==> config.mk <==
export PLATFORM = sky130hd
export DESIGN_NAME = io_cs_decoder
export DESIGN_NICKNAME = d
export VERILOG_FILES = /design/src/rtl/io_dec_pkg.sv /design/src/rtl/io_dec_window.sv /design/src/rtl/io_dec_oen_sel.sv /design/src/rtl/io_cs_decoder.sv
export SDC_FILE = /design/constraint.sdc
export NUM_CORES = 1
export LEC_CHECK = 0
export ABC_CLOCK_PERIOD_IN_PS = 3010
export BUFFER_PORTS_ARGS = -buffer_cell sky130_fd_sc_hd__buf_4
export CAP_MARGIN = 20
export CORE_MARGIN = 3
export CORE_UTILIZATION = 40
export DETAILED_ROUTE_END_ITERATION = 16
export PLACE_DENSITY = 0.95
export SETUP_SLACK_MARGIN = 0.05
export SLEW_MARGIN = 25
export SYNTH_ARGS = -nofsm -noshare
export SYNTH_HDL_FRONTEND = slang
export SYNTH_SLANG_ARGS = --single-unit
==> constraint.sdc <==
create_clock -name vclk -period 3.01
set_input_delay 0.4515 -clock vclk [all_inputs]
set_output_delay 0.4515 -clock vclk [all_outputs]
set_load 0.005 [all_outputs]
==> src/rtl/io_dec_pkg.sv <==
// Package: shared constants for the I/O chip-select decoder.
// Assumes: 8-bit data bus; two output-enable lines; two-device mode keeps devices 0 and 1.
package io_dec_pkg;
    localparam int SIZE_CODE_W   = 3;
    localparam int OEN_CODE_W    = 3;
    localparam int OEN_LINES     = 2;
    localparam int RCHK_W        = 2;
    localparam int DATA_W        = 8;
    localparam int TWO_MODE_DEVS = 2;
    localparam logic [DATA_W-1:0] RCHK_PAT_ONE  = 8'h55;
    localparam logic [DATA_W-1:0] RCHK_PAT_ZERO = 8'hAA;
endpackage

==> src/rtl/io_dec_window.sv <==
// Module: address-window comparator for one logical device.
// Compares the address with the base over the bits left by the block-size code.
// Assumes: code all-ones means a single byte; code values above the address width are not used.
module io_dec_window #(
    parameter int ADDR_W = 16,
    parameter int SZ_W   = 3
) (
    input  logic [ADDR_W-1:0] addr,
    input  logic [ADDR_W-1:0] base,
    input  logic [SZ_W-1:0]   size_code,
    output logic              in_window
);
    logic [SZ_W-1:0]   low_bits;
    logic [ADDR_W-1:0] keep_mask;

    // Purpose: turn the size code into a mask of compared address bits.
    always_comb begin
        low_bits  = (size_code == '1) ? '0 : size_code;
        keep_mask = {ADDR_W{1'b1}} << low_bits;
    end

    // Purpose: flag a hit when all kept bits agree with the base.
    always_comb begin
        in_window = (((addr ^ base) & keep_mask) == '0);
    end
endmodule

==> src/rtl/io_dec_oen_sel.sv <==
// Module: turns one output-enable code into a set of selected devices.
// Five-device mode: code n picks device n. Two-device mode: 0, 1 or both.
// Assumes: codes that name no device select nothing.
module io_dec_oen_sel #(
    parameter int N_DEV  = 5,
    parameter int CODE_W = 3
) (
    input  logic [CODE_W-1:0] code,
    input  logic              five_mode,
    output logic [N_DEV-1:0]  dev_sel
);
    // Purpose: decode the code according to the operating mode.
    always_comb begin
        dev_sel = '0;
        if (five_mode) begin
            for (int i = 0; i < N_DEV; i++) begin
                dev_sel[i] = (int'(code) == i);
            end
        end else begin
            case (int'(code))
                0:       dev_sel[0] = 1'b1;
                1:       dev_sel[1] = 1'b1;
                2:       dev_sel[1:0] = 2'b11;
                default: dev_sel = '0;
            endcase
        end
    end
endmodule

==> src/rtl/io_cs_decoder.sv <==
// Module: top of the I/O chip-select decoder.
// Drives per-device chip selects, steerable output enables and range-check answers.
// Assumes: all inputs are stable bus-side levels; the block is purely combinational.
module io_cs_decoder
    import io_dec_pkg::*;
#(
    parameter int N_DEV  = 5,
    parameter int ADDR_W = 16
) (
    input  logic [ADDR_W-1:0]             io_addr,
    input  logic                          io_aen,
    input  logic                          io_ior_n,
    input  logic                          five_dev_mode,
    input  logic [N_DEV*ADDR_W-1:0]       dev_base,
    input  logic [N_DEV*SIZE_CODE_W-1:0]  dev_size,
    input  logic [N_DEV-1:0]              dev_active,
    input  logic [N_DEV*RCHK_W-1:0]       dev_rchk,
    input  logic [OEN_LINES*OEN_CODE_W-1:0] oen_cfg,
    output logic [N_DEV-1:0]              dev_cs_n,
    output logic [OEN_LINES-1:0]          oen_n,
    output logic [DATA_W-1:0]             rchk_data,
    output logic                          rchk_drive
);
    logic [N_DEV-1:0] addr_hit;
    logic [N_DEV-1:0] dev_present;
    logic [N_DEV-1:0] dev_hit;
    logic [N_DEV-1:0] rchk_hit;
    logic             bus_read;

    // Purpose: a plain I/O read outside a DMA cycle.
    always_comb bus_read = !io_ior_n && !io_aen;

    for (genvar i = 0; i < N_DEV; i++) begin : g_dev
        io_dec_window #(.ADDR_W(ADDR_W), .SZ_W(SIZE_CODE_W)) u_win (
            .addr      (io_addr),
            .base      (dev_base[i*ADDR_W +: ADDR_W]),
            .size_code (dev_size[i*SIZE_CODE_W +: SIZE_CODE_W]),
            .in_window (addr_hit[i])
        );

        // Purpose: qualify the window hit by mode, active bit, DMA and range check.
        always_comb begin
            dev_present[i] = five_dev_mode || (i < TWO_MODE_DEVS);
            dev_hit[i]     = addr_hit[i] && dev_present[i] && dev_active[i] && !io_aen;
            dev_cs_n[i]    = !dev_hit[i];
            rchk_hit[i]    = addr_hit[i] && dev_present[i] && !dev_active[i]
                             && dev_rchk[i*RCHK_W + 1] && bus_read;
        end
    end

    for (genvar j = 0; j < OEN_LINES; j++) begin : g_oen
        logic [N_DEV-1:0] sel;
        logic             line_used;

        io_dec_oen_sel #(.N_DEV(N_DEV), .CODE_W(OEN_CODE_W)) u_sel (
            .code      (oen_cfg[j*OEN_CODE_W +: OEN_CODE_W]),
            .five_mode (five_dev_mode),
            .dev_sel   (sel)
        );

        // Purpose: assert the line on reads to a selected, hit device.
        always_comb begin
            line_used = (j == 0) || five_dev_mode;
            oen_n[j]  = !(line_used && !io_ior_n && |(sel & dev_hit));
        end
    end

    // Purpose: pick the answer pattern of the lowest-numbered probing device.
    always_comb begin
        rchk_data = '0;
        for (int i = N_DEV - 1; i >= 0; i--) begin
            if (rchk_hit[i]) begin
                rchk_data = dev_rchk[i*RCHK_W] ? RCHK_PAT_ONE : RCHK_PAT_ZERO;
            end
        end
        rchk_drive = |rchk_hit;
    end
endmodule

After elaboration in Yosys (flattened, before gate mapping) --
Index checks and enable logic that the tools add are counted.
Storage, ports and cells: register bits after elaboration 0, bits in latches 0, RAM bits 0, memory bits (read-only) 0, bits of input ports 135, output and inout port bits 16, logic and storage cells 117, memories kept 0
Operators by class: add/sub/neg operators 0, multipliers 0, div/mod/pow operators 0, order comparisons 0, equality and inequality tests 17, shift-type cells 5, mux-type cells 21, bitwise operators 12, reductions and logical operators 62
Operators by type and width (number):
- AND 16 bit | 5
- logical NOT 16 bit | 5
- two-way mux 8 bit | 10
- left shift 16 x 3 -> 16 bit (first input constant) | 5
- XOR 16 bit | 5
- equality test 3 bit (second input constant) | 11
- logical AND 1 bit | 32
- two-way mux 3 bit | 5
- OR reduction 5 bit | 3
- logical NOT 1 bit | 14
- equality test 3 x 2 -> 1 bit (second input constant) | 4
- logical NOT 3 bit | 4
- AND 5 bit | 2
- two-way mux 5 bit | 2
- OR reduction 2 bit | 4
- equality test 3 x 1 -> 1 bit (second input constant) | 2
- two-way mux 1 bit | 4

Longest topological paths before layout --
word-level depth 14, depth in mapped cells 9

By module --
A second synthesis with hierarchy kept.
Second synthesis, totals: cell total of the unflattened synthesis 226, area, all modules 1701.6 um^2
Modules (own cells, without submodules):
- io_dec_window | instances 5, cells an instance 32, area each 247.7 um^2, sequential area each 0.0 um^2
- io_cs_decoder | instances 1, cells an instance 50, area each 360.3 um^2, sequential area each 0.0 um^2
- io_dec_oen_sel | instances 2, cells an instance 8, area each 51.3 um^2, sequential area each 0.0 um^2

Worst setup path before layout --
No wires, ideal clock.
kind input-to-output, start point in io_addr[6], end point out rchk_data[2], arrival time 2.257 ns, required time 2.558 ns, setup slack 0.302 ns, cell stages on the path 8, path buffers 2, path through buf_2 > xnor2_1 > nand4_1 > a2111oi_2 > and4_1 > mux2_2 > o31a_1 > buf_4
Between the ends: cells in the longest elaborated chain, start to end 12, elaborated cells between the ends (all ways) 38, classes of those cells mux (5); bitwise (10); reduce/logical (23)
RTL lines:
- from (decl) | line io_cs_decoder.sv:10 | input logic [ADDR_W-1:0] io_addr,
- XOR 16 bit | line io_dec_window.sv:24 | in_window = (((addr ^ base) & keep_mask) == '0);
- AND 16 bit | line io_dec_window.sv:24
- logical NOT 16 bit | line io_dec_window.sv:24
- logical AND 1 bit (2 in series) | line io_cs_decoder.sv:46 | rchk_hit[i] = addr_hit[i] && dev_present[i] && !dev_active[i]
- logical AND 1 bit (2 in series) | line io_cs_decoder.sv:47 | && dev_rchk[i*RCHK_W + 1] && bus_read;
- two-way mux 8 bit (4 in series) | line io_cs_decoder.sv:72 | if (rchk_hit[i]) begin
- two-way mux 8 bit (*) | line io_cs_decoder.sv:72
- to (decl) | line io_cs_decoder.sv:21 | output logic [DATA_W-1:0] rchk_data,
Every way passes the cells marked *; elsewhere a longest branch is shown, timed or not.

Final worst setup path --
start point in io_addr[14], end point out rchk_data[2]
The elaborated chain is that of the path after synthesis.

==> results.md <==
* Worst-Margin Slew at 0.544 ns
* Sequential power share at 0%
* Syn Nets at 366
* Drt first pass iters at 4
* Synth unique cells at 58
* Synth area leader: xnor2_1
* Register area at 0 sq um
* Placer Congestion at 0.878
* Max-cap check violation count at 0
* Worst slew margin at 63.8%
* Area grow syn2layout at 62.2%
* Final setup fails at 0
* DR WL/cell at 16.3 um
* Dpl hpwl at 6.06 mm
* Most common cell on crit path: buf_4
* Worst path arrival time at 2.40 ns
* Setup crit end kind: output pin
* Share of layout cells above drive strength 1 at 45.1%
* Critical path origin: io_addr[14]
* Fmax at 0.351 GHz
* Port-buffer cells at 151
* Core area at 4090 sq um
* Vias at 2223
* Largest net degree at the start of global routing at 9
* Class of the worst hold path: in -> out
* Power Total at 0.000361 W
* DRC viols at 0
* Post-DRT Antenna Nets at 0
* Switching power at 0.000153 W
* Die area at 5120 sq um
* Power density cells at 130 nW/um^2
* CP max FO at 5
* Crit-path slowest cell: a2111oi_4
* Setup_tns at 0 ns
* Layout fillers at 342
* Mapped cell area at 1720 sq um
* Logic pwr share at 100.0%
* Antenna cells at 0
* Worst setup SP type: primary input
* Worst path required time at 2.56 ns
* Drt initial violations at 129
* Clock buffer cells at 0
* Yosys top cell area share at 28.5%
* Crit path buf inv count at 2
* Max VDD drop at 76.7 uV
* Post-synthesis sequential area ratio at 0%
* Antenna violations before repair at 0
* Final Cell Area at 2790 sq um
* Mapped Cells at 231
* Placed cell areas at 2760 sq um
* CP max stage delay at 0.39 ns
* Main area contributors after synthesis: xnor2_1, xor2_1, nand4_1
* First-pass GRT wire length at 10.2 mm
* Die height at 71.6 um
* Gr usage total at 24.4%
* Vias in the first global route at 2351
* Final Max Slew Viols at 0
* Switching part of the total at 42.4%
* Num ports at 151
* CP Capture Point: rchk_data[2]
* Final period demand of the worst path at 2.85 ns
* GRT overflow at 0
* FP Rows at 23
* Nets@finish at 496
* Status: finished clean
* Worst path cell trace: buf_4 > xnor2_1 > nand4_1 > a2111oi_4 > and4_4 > mux2_2 > o31a_1 > buf_4
* Post-CTS Setup Repair Bufs at 0
* Yosys Warn Count at 0
* Part of the power in the clock network at 0%
* Pleak at 1.24 nW
* Die W at 71.6 um
* Hold Vio Cnt, Final at 0
* Crit path depth at 8
* Share of the clock period used by the worst path at 94.6%
* Starting Density at 42.1%
* Worst setup path class: in -> out
* Delay-heaviest family, CP: compound AO/OA/AOI/OAI gates
* Number of sequential cells at 0
* Routed vias/inst at 5.44
* Synthesized area per cell at 7.44 sq um
* RSZ-0062 raised after global routing: false
* Drt total wl at 6.69 mm
* P_int at 0.000208 W
==> what timing repair did <==
action	in CTS	in global routing
resized for setup	0	5
hold buffers	0	0
setup endpoints to repair	0	9
==> layer usage <==
layer | track usage, % | part of all wire (%)
met5 | 0 | 0
met3 | 2.81 | 9.2
met2 | 51.4 | 55
met4 | 6.05 | 2.2
met1 | 24.6 | 33
==> cell usage after synthesis (2+ instances only) <==
master	count
xor2_1	24
mux2i_1	3
nor4_1	3
o21ai_0	7
buf_4	6
nand2b_1	2
nor2b_1	8
xnor2_1	56
buf_6	3
nand2_1	7
o21bai_1	2
o2111ai_1	4
o31a_1	2
a21boi_0	3
a31oi_1	2
mux2_2	2
nor4b_1	5
o211ai_1	3
buf_2	10
a21oi_1	5
clkbuf_1	3
o211a_1	2
o2bb2ai_1	2
nand4_1	11
nor3b_1	2
nor2_1	5
a211oi_1	4
inv_1	8
nand3_1	5
nor3_1	4
==> kinds of logic (layout without fill, tap and decap cells) <==
logic type | Yosys count | in the layout | share of synthesized area, %
xor gates and xnor gates | 80 | 80 | 40.8
and+or+nand+nor | 65 | 65 | 23.5
AOI/OAI and AO/OA | 50 | 50 | 22.0
buffers and inverters | 31 | 159 | 10.7
muxes | 5 | 5 | 3.06
==> worst min-delay path by stage <==
stage / startpoint / cells after the start / to / slack, ns
after floorplan: io_ior_n / 1 / oen_n[0] / 0.99
after global placement: io_ior_n / 3 / oen_n[0] / 1.23
after detailed placement: io_ior_n / 3 / oen_n[0] / 1.23
after CTS: io_ior_n / 3 / oen_n[0] / 1.24
after global routing: io_ior_n / 3 / oen_n[0] / 1.26
final: io_ior_n / 3 / oen_n[0] / 1.24
==> stage by stage <==
| step | utilization (%) | hold WS, ns | setup WS (ns) | cells |
|---|---|---|---|---|
| 2_1_floorplan | - | 0.989 | 0.302 | 231 |
| 3_3_place_gp | 67.6 | 1.23 | 0.166 | 409 |
| 3_5_place_dp | 67.6 | 1.23 | 0.0718 | 409 |
| 4_1_cts | 67.6 | 1.24 | 0.0688 | 409 |
| 5_1_grt | 68.2 | 1.26 | 0.0673 | 409 |
| 6_report | 68.2 | 1.24 | 0.162 | 409 |
==> layout by cell type, fill, tap and decap left out, types with 5 or more instances in the layout <==
master and n:
buf_4 151, xnor2_1 56, xor2_1 24, nand4_1 11, inv_1 8, nor2b_1 8
o21ai_0 7, nand2_1 7, nor2_1 5, nor4b_1 5, a21oi_1 5, nand3_1 5
==> power by group through the flow <==
stage / sequential [W] / clock, W / combinational [W]
4_1_cts: 0 / 0 / 0.000360
5_1_grt: 0 / 0 / 0.000392
2_1_floorplan: 0 / 0 / 0.000176
6_report: 0 / 0 / 0.000361
3_3_place_gp: 0 / 0 / 0.000348
3_5_place_dp: 0 / 0 / 0.000359
==> area by class of cell <==
class	count	area [sq um]	share of cell area [%]
Tap cell	50	62.6	2.24
Inverter	8	30.0	1.08
Multi-Input combinational cell	200	1560	56.0
Timing Repair Buffer	151	1130	40.7
Note: power is estimated with default switching activity, not from simulation.
